File: src/rtl/ctt_pkg.sv
// Package ctt_pkg
// Shared constants and register layout for the compare-match timer.
// Assumes an 8-bit register port and two event kinds (compare, overflow).
package ctt_pkg;

    localparam int DATA_W = 8;
    localparam int ADDR_W = 3;
    localparam int NUM_EV = 2;
    localparam int EV_CMP = 0;
    localparam int EV_OVF = 1;

    localparam logic [ADDR_W-1:0] A_CTRL  = 3'd0;
    localparam logic [ADDR_W-1:0] A_MODE  = 3'd1;
    localparam logic [ADDR_W-1:0] A_CMP   = 3'd2;
    localparam logic [ADDR_W-1:0] A_COUNT = 3'd3;
    localparam logic [ADDR_W-1:0] A_FLAG  = 3'd4;
    localparam logic [ADDR_W-1:0] A_MASK  = 3'd5;

    // Control register, bit 0 is the run bit, bit 7 is a spare storage bit
    typedef struct packed {
        logic spare;
        logic flag_ovf;
        logic flag_cmp;
        logic tog_ovf;
        logic tog_cmp;
        logic clr_cmp;
        logic preset;
        logic run;
    } ctrl_t;

endpackage

File: src/rtl/ctt_prescaler.sv
// Module ctt_prescaler
// Picks one of NSRC source pulses and passes every 2^expo-th of them on.
// Assumes source pulses are single-cycle enables and 2^EXP_W-1 <= PRE_W.
// The phase counter is held at zero while the timer is stopped.
module ctt_prescaler #(
    parameter int NSRC  = 4,
    parameter int PRE_W = 15,
    parameter int EXP_W = 4,
    localparam int SEL_W = $clog2(NSRC)
) (
    input  logic             clk,
    input  logic             rst_n,
    input  logic             run,
    input  logic [NSRC-1:0]  src_tick,
    input  logic [SEL_W-1:0] sel,
    input  logic [EXP_W-1:0] expo,
    output logic             tick
);

    logic [PRE_W-1:0] phase_q;
    logic [PRE_W-1:0] last_phase;
    logic             src_hit;

    // Terminal phase value: 2^expo - 1 as a mask of ones
    always_comb begin
        for (int i = 0; i < PRE_W; i++) begin
            last_phase[i] = (i < int'(expo));
        end
    end

    // Selected source, seen only while running
    assign src_hit = run & src_tick[sel];
    assign tick    = src_hit & (phase_q == last_phase);

    // Phase counter: wraps at the terminal value, cleared while stopped
    always_ff @(posedge clk) begin
        if (!rst_n || !run) begin
            phase_q <= '0;
        end else if (src_hit) begin
            phase_q <= (phase_q == last_phase) ? '0 : phase_q + 1'b1;
        end
    end

endmodule

File: src/rtl/ctt_counter.sv
// Module ctt_counter
// Up counter with compare detection and optional clear on compare.
// Assumes tick is a one-cycle enable already qualified by the run bit.
// Events are combinational and valid only in the cycle of the tick.
module ctt_counter #(
    parameter int CNT_W = 8
) (
    input  logic             clk,
    input  logic             rst_n,
    input  logic             tick,
    input  logic [CNT_W-1:0] cmp_val,
    input  logic             clr_on_cmp,
    output logic [CNT_W-1:0] count,
    output logic             cmp_hit,
    output logic             ovf_hit
);

    logic cleared;

    // Event decode for the current step
    assign cmp_hit = tick & (count == cmp_val);
    assign cleared = cmp_hit & clr_on_cmp;
    assign ovf_hit = tick & (count == {CNT_W{1'b1}}) & ~cleared;

    // Count register: clear on compare wins over increment
    always_ff @(posedge clk) begin
        if (!rst_n) begin
            count <= '0;
        end else if (tick) begin
            count <= cleared ? '0 : count + 1'b1;
        end
    end

endmodule

File: src/rtl/ctt_wave.sv
// Module ctt_wave
// Toggle flip-flop and stage pulse driven by the enabled events.
// Assumes preset_ld is raised only while the timer is stopped, so it
// never coincides with a toggle.
module ctt_wave (
    input  logic clk,
    input  logic rst_n,
    input  logic cmp_hit,
    input  logic ovf_hit,
    input  logic tog_cmp,
    input  logic tog_ovf,
    input  logic preset_ld,
    input  logic preset_val,
    output logic wave,
    output logic stage_clk
);

    logic flip;

    assign flip = (cmp_hit & tog_cmp) | (ovf_hit & tog_ovf);

    // Stage pulse follows the toggle decision by one register
    always_ff @(posedge clk) begin
        if (!rst_n) stage_clk <= 1'b0;
        else        stage_clk <= flip;
    end

    // Wave level: preset load, else invert on toggle
    always_ff @(posedge clk) begin
        if (!rst_n)         wave <= 1'b0;
        else if (preset_ld) wave <= preset_val;
        else if (flip)      wave <= ~wave;
    end

endmodule

File: src/rtl/ctt_irq.sv
// Module ctt_irq
// Sticky per-event flags with write-one-to-clear and mask gating.
// Assumes set and clr are one-cycle pulses; set wins when both occur.
module ctt_irq #(
    parameter int NEV = 2
) (
    input  logic           clk,
    input  logic           rst_n,
    input  logic [NEV-1:0] set,
    input  logic [NEV-1:0] clr,
    input  logic [NEV-1:0] mask,
    output logic [NEV-1:0] flag,
    output logic [NEV-1:0] irq
);

    for (genvar e = 0; e < NEV; e++) begin : g_ev
        // One flag: set has priority over clear
        always_ff @(posedge clk) begin
            if (!rst_n)      flag[e] <= 1'b0;
            else if (set[e]) flag[e] <= 1'b1;
            else if (clr[e]) flag[e] <= 1'b0;
        end
        assign irq[e] = flag[e] & mask[e];
    end

endmodule

File: src/rtl/cmp_toggle_timer.sv
// Module cmp_toggle_timer
// Top of the compare-match timer: register port, prescaler, counter,
// toggle output and interrupt flags. Assumes CNT_W <= DATA_W and
// SEL_W + EXP_W <= DATA_W. Count readback is meaningful while stopped.
module cmp_toggle_timer
    import ctt_pkg::*;
#(
    parameter int CNT_W = 8,
    parameter int NSRC  = 4,
    parameter int PRE_W = 15,
    parameter int EXP_W = 4,
    localparam int SEL_W = $clog2(NSRC),
    localparam int MODE_W = SEL_W + EXP_W
) (
    input  logic              clk,
    input  logic              rst_n,
    input  logic [NSRC-1:0]   src_tick,
    input  logic              reg_wr,
    input  logic [ADDR_W-1:0] reg_addr,
    input  logic [DATA_W-1:0] reg_wdata,
    output logic [DATA_W-1:0] reg_rdata,
    output logic              wave_out,
    output logic              stage_clk,
    output logic              irq_cmp,
    output logic              irq_ovf
);

    ctrl_t             ctrl_q;
    logic [SEL_W-1:0]  sel_q;
    logic [EXP_W-1:0]  expo_q;
    logic [CNT_W-1:0]  cmp_q;
    logic [NUM_EV-1:0] mask_q;
    logic [NUM_EV-1:0] flag_q;
    logic [NUM_EV-1:0] flag_set;
    logic [NUM_EV-1:0] flag_clr;
    logic [NUM_EV-1:0] irq_v;
    logic [CNT_W-1:0]  count;
    logic              run;
    logic              tick;
    logic              cmp_hit;
    logic              ovf_hit;
    logic              wr_ctrl;
    logic              preset_ld;

    assign run       = ctrl_q.run;
    assign wr_ctrl   = reg_wr && (reg_addr == A_CTRL);
    assign preset_ld = wr_ctrl && !ctrl_q.run;

    // Software-written configuration registers
    always_ff @(posedge clk) begin
        if (!rst_n) begin
            ctrl_q <= '0;
            sel_q  <= '0;
            expo_q <= '0;
            cmp_q  <= '0;
            mask_q <= '0;
        end else if (reg_wr) begin
            case (reg_addr)
                A_CTRL:  ctrl_q <= ctrl_t'(reg_wdata);
                A_MODE:  {expo_q, sel_q} <= reg_wdata[MODE_W-1:0];
                A_CMP:   cmp_q  <= reg_wdata[CNT_W-1:0];
                A_MASK:  mask_q <= reg_wdata[NUM_EV-1:0];
                default: ;
            endcase
        end
    end

    // Read multiplexer, zero-extended to the port width
    always_comb begin
        case (reg_addr)
            A_CTRL:  reg_rdata = ctrl_q;
            A_MODE:  reg_rdata = DATA_W'({expo_q, sel_q});
            A_CMP:   reg_rdata = DATA_W'(cmp_q);
            A_COUNT: reg_rdata = DATA_W'(count);
            A_FLAG:  reg_rdata = DATA_W'(flag_q);
            A_MASK:  reg_rdata = DATA_W'(mask_q);
            default: reg_rdata = '0;
        endcase
    end

    // Flag set and write-one-to-clear requests
    always_comb begin
        flag_set         = '0;
        flag_set[EV_CMP] = cmp_hit & ctrl_q.flag_cmp;
        flag_set[EV_OVF] = ovf_hit & ctrl_q.flag_ovf;
        flag_clr = (reg_wr && reg_addr == A_FLAG) ? reg_wdata[NUM_EV-1:0] : '0;
    end

    ctt_prescaler #(
        .NSRC  (NSRC),
        .PRE_W (PRE_W),
        .EXP_W (EXP_W)
    ) u_presc (
        .clk      (clk),
        .rst_n    (rst_n),
        .run      (run),
        .src_tick (src_tick),
        .sel      (sel_q),
        .expo     (expo_q),
        .tick     (tick)
    );

    ctt_counter #(
        .CNT_W (CNT_W)
    ) u_cnt (
        .clk        (clk),
        .rst_n      (rst_n),
        .tick       (tick),
        .cmp_val    (cmp_q),
        .clr_on_cmp (ctrl_q.clr_cmp),
        .count      (count),
        .cmp_hit    (cmp_hit),
        .ovf_hit    (ovf_hit)
    );

    ctt_wave u_wave (
        .clk        (clk),
        .rst_n      (rst_n),
        .cmp_hit    (cmp_hit),
        .ovf_hit    (ovf_hit),
        .tog_cmp    (ctrl_q.tog_cmp),
        .tog_ovf    (ctrl_q.tog_ovf),
        .preset_ld  (preset_ld),
        .preset_val (reg_wdata[1]),
        .wave       (wave_out),
        .stage_clk  (stage_clk)
    );

    ctt_irq #(
        .NEV (NUM_EV)
    ) u_irq (
        .clk   (clk),
        .rst_n (rst_n),
        .set   (flag_set),
        .clr   (flag_clr),
        .mask  (mask_q),
        .flag  (flag_q),
        .irq   (irq_v)
    );

    assign irq_cmp = irq_v[EV_CMP];
    assign irq_ovf = irq_v[EV_OVF];

endmodule

File: config.mk
export PLATFORM = sky130hd
export DESIGN_NAME = cmp_toggle_timer
export DESIGN_NICKNAME = d
export VERILOG_FILES = /design/src/rtl/ctt_pkg.sv /design/src/rtl/ctt_prescaler.sv /design/src/rtl/ctt_counter.sv /design/src/rtl/ctt_wave.sv /design/src/rtl/ctt_irq.sv /design/src/rtl/cmp_toggle_timer.sv
export SDC_FILE = /design/constraint.sdc
export NUM_CORES = 1
export LEC_CHECK = 0
export ABC_AREA = 1
export BUFFER_PORTS_ARGS = -buffer_cell sky130_fd_sc_hd__buf_4
export CORE_MARGIN = 4
export CORE_UTILIZATION = 38
export CTS_BUF_LIST = sky130_fd_sc_hd__clkbuf_4
export CTS_CLUSTER_DIAMETER = 60
export DETAILED_ROUTE_END_ITERATION = 8
export GPL_ROUTABILITY_DRIVEN = 1
export PLACE_DENSITY_LB_ADDON = 0.2
export SETUP_SLACK_MARGIN = 0.5
export SYNTH_ARGS = -nofsm -noshare
export SYNTH_HDL_FRONTEND = slang
export SYNTH_HIERARCHICAL = 1
export SYNTH_SLANG_ARGS = --single-unit
File: constraint.sdc
create_clock -name clk -period 3.7 [get_ports clk]
set_input_delay 0.74 -clock clk [delete_from_list [all_inputs] [get_ports clk]]
set_output_delay 0.74 -clock clk [all_outputs]
set_load 0.01 [all_outputs]
==> impl_metrics.toml, run 1 <==
[timing]
tns_ps = 0
fin_crit_ps = 2900
setup_viol = 0
fmax_mhz = 345
fin_skew_ps = 30.6
fin_ws_ps = 800
worst_pin_slew_ps = 456
maxSlewViolCount = 0
final.period_utilization_pct = 78.4
hold_viol = 0
slew_headroom_pct = 69.3
rsz0062_at_grt = "no"
whs_ps = 511

[worst_setup_path]
worst_setup_path_start_kind = "flop"
ff2ff_setup_slack_ps = 800
rr_startpoint = "expo_q[3]"
cp_top_family = "simple AND/OR/NAND/NOR gates"
worstSetupPathType = "flop to flop"
slowest_delay_ps = 590
slowest_stage = "dfxtp_1"
crit_chain = "inv_2 -> a21oi_1 -> nand3_1 -> nor3_1 -> nand3b_1 -> nor2_1 -> inv_2 -> a21oi_1 -> nand4_1 -> nor4_1 -> nand2_1 -> nand3_1 -> nand3_1 -> nand2_1 -> inv_1"
arrival_ps = 3230
r2r-end = "u_wave/wave"
path_buf_inv = 3
cp_max_fo = 9
cp.required_ps = 4030
reg2reg_depth = 15
worst_setup_path_end_kind = "flop"
crit_top_cell = "nand3_1"

[yosys]
seq_area_frac_synth_pct = 29.2
synthAdderAreaFrac_pct = 0.715
synth_cell_types = 36
synth_flop_cell = "dfxtp_1"
synthArstFlopShare_pct = 0
yosysWarningCount = 6
synth_top_family_by_area = "simple AND/OR/NAND/NOR gates"
synth_edf_count = 0
postSynthCellCount = 601
synthesis.area_per_instance_um2 = 5.82
synth-xor-area-share_pct = 1.75
yosysTopAreaCellShare_pct = 29.2
synthSimpleGateAreaFrac_pct = 49.9
synth-seq-cells = 51
synth_compound_area_share_pct = 4.76
synth_mux_area_share_pct = 0
yosysTopAreaCell = "dfxtp_1"
synth_area_um2 = 3500
synthTopCellsByArea = "dfxtp_1, nand2_1, nor2_1"
syn_nets = 621

[clock_network]
clockBufferDepth = 2
clk_pin_slew_ps = 180
cts_tree = "done"
insertion_delay_ps = 390
cts_buffers = 5
root_buffer = "clkbuf_4"
cts_num_sinks = 51
h-tree-depth = 2
postCtsSetupBuffers = 0

[floorplan]
dieArea_um2 = 10800
coreArea_um2 = 8850
pin_count = 30
dieWidth_um = 104
rows = 34
start_util_pct = 39.6
die-height_um = 104

[placed_design]
gp_congestion = 0.852
hpwlAfterDp_um = 7210
numPortBuffers = 29
placed_area_um2 = 3770
pre_cts_ws_ps = 541
dpl.cell_count = 726

[route]
wl_per_cell_um = 12.6
drt_iter0_drc = 264
via_count = 3570
drc_errors = 0
wl_um = 9260
viasPerCell = 4.86
firstDrtPassIters = 5
drtAntennaViolNets = 0

[pwr]
pwr-share-seq_pct = 54.6
combPwrFrac_pct = 12.8
p_clk_share_pct = 32.5
p_int_mw = 0.751
power_switching_mw = 0.297
sw_frac_of_total_pct = 28.3
powerDensity_nw_per_um2 = 272
p_leak_nw = 1.85
vdd_drop_max_v = 0.000157

[grt]
grt_pass1_wl_um = 16000
globalRoute.totalOverflow = 0
grt_max_degree = 30
track_usage_pct = 17.7
grt_antenna_before_repair = 0
grt_pass1_vias = 3505

[layout]
stdcell_count = 734
areaGrowthSynthToFinish_pct = 10.2
final_nets = 645
n_antenna_cell = 0
post-route-cell-area_um2 = 3850
drive_above_1_share_pct = 11.5

[hold_path]
min_path_type = "flop to flop"
hold_depth = 2
hold_start = "cmp_q[2]"
hold_path_end = "cmp_q[2]"

[flow_run]
cap_violations = 0

[status]
status = "finished clean"
[worst max path at each step]
| stage | endpoint | cells after the start | slack [ps] | from |
|---|---|---|---|---|
| after floorplan | u_wave/wave | 21 | 990 | src_tick[3] |
| after CTS | u_wave/wave | 15 | 750 | expo_q[2] |
| after global routing | u_wave/wave | 19 | 510 | expo_q[3] |
| after global placement | u_wave/wave | 18 | 580 | src_tick[3] |
| final | u_wave/wave | 15 | 800 | expo_q[3] |
| after detailed placement | u_wave/wave | 18 | 540 | src_tick[3] |
[layout by cell type (no fill, tap or decap)]
cell type  count
inv_1         99
dfxtp_2        1
inv_2          6
buf_4         30
nand3_2        2
a31oi_1        1
nand3b_1       3
bufinv_16      1
inv_6          1
nand2_1      177
nor3b_1        1
nand2_4        2
nand4_2        1
nor4_1         1
a21oi_1       10
xnor2_1        1
clkbuf_4       5
o22ai_1        1
o31ai_2        1
xor2_1         6
o21ai_1        4
ha_1           2
nor2_1       110
nor2_2        11
o21ai_0       11
nor3_1         8
nand2_2        4
clkinv_1       1
or2_1          1
nor2_4         3
o21ai_2        1
dfxtp_1       50
nand3_4        2
nand3_1       41
nand4_1       25
a211oi_1       1
or2_2          1
[cell usage after synthesis (2+ instances only)]
library cell / instances
nand2_1: 177
nand2_2: 4
ha_1: 2
buf_6: 3
o21ai_1: 4
buf_2: 3
nand3_1: 41
nand3_4: 2
buf_1: 3
nand2_4: 2
nor3_1: 8
nor2_4: 3
dfxtp_1: 51
xor2_1: 6
inv_1: 99
o21ai_0: 11
nand3b_1: 3
a21oi_1: 10
nor2_2: 11
nor2_1: 110
inv_2: 6
nand4_1: 25
buf_4: 3
nand3_2: 2
[layout make-up]
| cell class | count | area, µm² |
|---|---|---|
| fill | 975 | 4990 |
| clock inverter | 3 | 42.5 |
| multi-input combinational | 432 | 2000 |
| clock buffer | 5 | 37.5 |
| tap | 108 | 135 |
| inverter | 105 | 394 |
| sequential | 51 | 1020 |
| timing repair buffer | 30 | 225 |
[power by group through the flow]
stage | Clock [mW] | Sequential [mW] | Combinational (mW)
floorplan | 0 | 0.580 | 0.0958
global placement | 0 | 0.584 | 0.132
detailed placement | 0 | 0.584 | 0.134
CTS | 0.356 | 0.573 | 0.135
global route | 0.379 | 0.575 | 0.153
finish | 0.341 | 0.573 | 0.135
[layer usage]
metal  wire length [µm]  global-route usage [%]  up-vias
li1                   -                       -     1891
met1               4460                    23.0     1600
met2               4300                    29.9       63
met3                290                    2.86       16
met4                204                    5.22        0
met5                  0                       0        -
[tightest hold or removal path, delay by kind of cell (launching register included)]
family,cells,cell delay (ps)
flip-flops,1,350
AND/OR/NAND/NOR,2,150
[repair_timing]
| action | in CTS | in global routing |
|---|---|---|
| hold buffers | 0 | 0 |
| resized for setup | 0 | 1 |
| hold endpoints to repair | 0 | 0 |
| endpoints found under the setup margin | 0 | 1 |
[sequential cells by signal (all words and copies together), names as in the netlist]
name and count:
cmp_q 8, ctrl_q 7, expo_q 4, mask_q 2, run 1, sel_q 2, u_cnt/count 8, u_irq/flag 2
u_presc/phase_q 15, u_wave/stage_clk 1, u_wave/wave 1
[per-stage QoR]
| step | total power [mW] | util [%] |
|---|---|---|
| 6_report | 1.05 | 43.6 |
| 2_1_floorplan | 0.676 | - |
| 4_1_cts | 1.06 | 43.6 |
| 5_1_grt | 1.11 | 43.6 |
| 3_5_place_dp | 0.719 | 42.6 |
| 3_3_place_gp | 0.717 | 42.6 |
[cells by family (layout without fill, tap and decap cells)]
| group | Yosys count | after routing |
|---|---|---|
| XOR/XNOR | 7 | 7 |
| adder cells (fa/ha/maj) | 2 | 2 |
| buffers and inverters | 118 | 143 |
| flip-flops | 51 | 51 |
| AND/OR/NAND/NOR | 393 | 393 |
| AO/OA/AOI/OAI | 30 | 30 |
Note: power is estimated with default switching activity, not from simulation.
==> run 2, diff against run 1 <==
==> constraint.sdc (replaced) <==
create_clock -name clk -period 2.7 [get_ports clk]
set_input_delay 0.54 -clock clk [delete_from_list [all_inputs] [get_ports clk]]
set_output_delay 0.54 -clock clk [all_outputs]
set_load 0.01 [all_outputs]
==> impl_metrics.toml, run 2 (synthesis results as in run 1) <==
[status]
status = "finished clean"

[timing]
slew_headroom_pct = 72.8
fin_skew_ps = 16.6
setup_viol = 0
rsz0062_at_grt = "yes"
hold_viol = 0
tns_ps = 0
maxSlewViolCount = 0
worst_pin_slew_ps = 405
whs_ps = 367
fmax_mhz = 408
fin_crit_ps = 2450
final.period_utilization_pct = 90.8

[clock_network]
root_buffer = "clkbuf_4"
cts_tree = "done"
cts_num_sinks = 51
insertion_delay_ps = 390
clockBufferDepth = 2
cts_buffers = 5
clk_pin_slew_ps = 170
h-tree-depth = 2

[pwr]
pwr-share-seq_pct = 53.4
vdd_drop_max_v = 0.000222
sw_frac_of_total_pct = 28.8
p_clk_share_pct = 32.6
p_leak_nw = 1.99
p_int_mw = 1.04
power_switching_mw = 0.423
combPwrFrac_pct = 14.0
powerDensity_nw_per_um2 = 356

[floorplan]
start_util_pct = 39.6
die-height_um = 104
pin_count = 30
rows = 34
dieWidth_um = 104
coreArea_um2 = 8850
dieArea_um2 = 10800

[layout]
drive_above_1_share_pct = 17.9
largest_reg_flops = 15
reg_top3 = "u_presc/phase_q: 15 flops, cmp_q: 8 flops, u_cnt/count: 8 flops"
stdcell_count = 751
post-route-util_pct = 46.5
post-route-cell-area_um2 = 4120
multiInputGateArea_um2 = 2100
nFillCells = 946
seq_area_um2 = 1030
final_cell_mix = "nand2_1, nor2_1, inv_1"
n_antenna_cell = 0
final_common_cell = "nand2_1"
largest_register = "u_presc/phase_q"
areaGrowthSynthToFinish_pct = 17.6
final_nets = 662

[placed_design]
placed_area_um2 = 3810
numPortBuffers = 29
dpl.cell_count = 730
hpwlAfterDp_um = 7200
gp_congestion = 0.873

[route]
wl_per_cell_um = 12.8
firstDrtPassIters = 4
wl_um = 9610
viasPerCell = 4.92
drtAntennaViolNets = 0
drt_iter0_drc = 230
via_count = 3698
drc_errors = 0

[worst_setup_path]
arrival_ps = 2770
worst_setup_path_start_kind = "flop"
path_buf_inv = 4
worstSetupPathType = "flop to flop"
cp_top_family = "simple AND/OR/NAND/NOR gates"
cp_max_fo = 6
slowest_delay_ps = 380
cp.required_ps = 3020
worst_setup_path_end_kind = "flop"
slowest_stage = "dfxtp_4"
crit_chain = "buf_6 -> nor2_4 -> nand3_2 -> nand2_2 -> nand3_2 -> nor3_2 -> nand3b_1 -> nor2_4 -> inv_2 -> a21oi_2 -> nand4_1 -> nor4_2 -> buf_4 -> nand2_4 -> nand3_1 -> nand3_1 -> nand2_1 -> inv_1"

[grt]
grt_pass1_vias = 3403
globalRoute.totalOverflow = 0
grt_pass1_wl_um = 16000
track_usage_pct = 17.6
grt_antenna_before_repair = 0
grt_max_degree = 30

[hold_path]
min_path_type = "input pin to flop"

[flow_run]
cap_violations = 0
## run 2: cell count changes in the layout (fill, tap and decap cells not counted), moves of 3 or more
cell | before | now
a21oi_1 | 10 | 6
a21oi_2 | 0 | 4
buf_4 | 30 | 41
buf_6 | 0 | 5
dfxtp_1 | 50 | 44
dfxtp_2 | 1 | 5
nand2_1 | 177 | 174
nor2_1 | 110 | 107
nor2_4 | 3 | 7
## run 2: routing by layer
layer / GRT usage (%) / part of all wire, % / vias up
met2: 28.6 / 47 / 81
met5: 0 / 0 / -
met1: 24.1 / 48 / 1665
li1: - / - / 1939
met4: 4.75 / 1.3 / 0
met3: 2.86 / 4.2 / 13
## run 2: power groups by stage
stage               Combinational [mW]  Clock [mW]  Sequential (mW)
finish                           0.205       0.477            0.783
global route                     0.229       0.526            0.786
CTS                              0.198       0.495            0.783
detailed placement               0.187           0            0.801
global placement                 0.184           0            0.801
floorplan                        0.133           0            0.795
## run 2: tightest hold or removal path: stages
cell and delay [ps]:
buf_4 80, nor2_1 40, nor2_1 80
## run 2: metrics by stage
stage | total power [mW] | setup slack (ps)
finish | 1.47 | 249
global route | 1.54 | 40.5
CTS | 1.48 | 318
detailed placement | 0.988 | 3.80
global placement | 0.985 | 92.9
floorplan | 0.928 | 402
## run 2: layout make-up
type	instances	share of cell area, %
multi-input combinational	432	51.0
sequential	51	25.1
inverter	105	9.58
timing repair buffer	47	8.97
tap	108	3.28
clock inverter	3	1.16
clock buffer	5	0.912
## run 2: repair_timing
| item | CTS | global route |
|---|---|---|
| gates resized for setup | 25 | 13 |
| pin swaps | 4 | 10 |
| endpoints found under the setup margin | 12 | 18 |
| setup buffers | 8 | 5 |
| hold buffers | 0 | 0 |
## run 2: worst paths after layout
check | from | end | slack, ps | cells past startpoint
setup / recovery | expo_q[2] | u_wave/wave | 250 | 18
hold / removal | reg_wdata[7] | ctrl_q[7] | 370 | 3
setup reg to reg | expo_q[2] | u_wave/wave | 250 | 18
hold reg to reg | u_irq/flag[1] | u_irq/flag[1] | 500 | 2
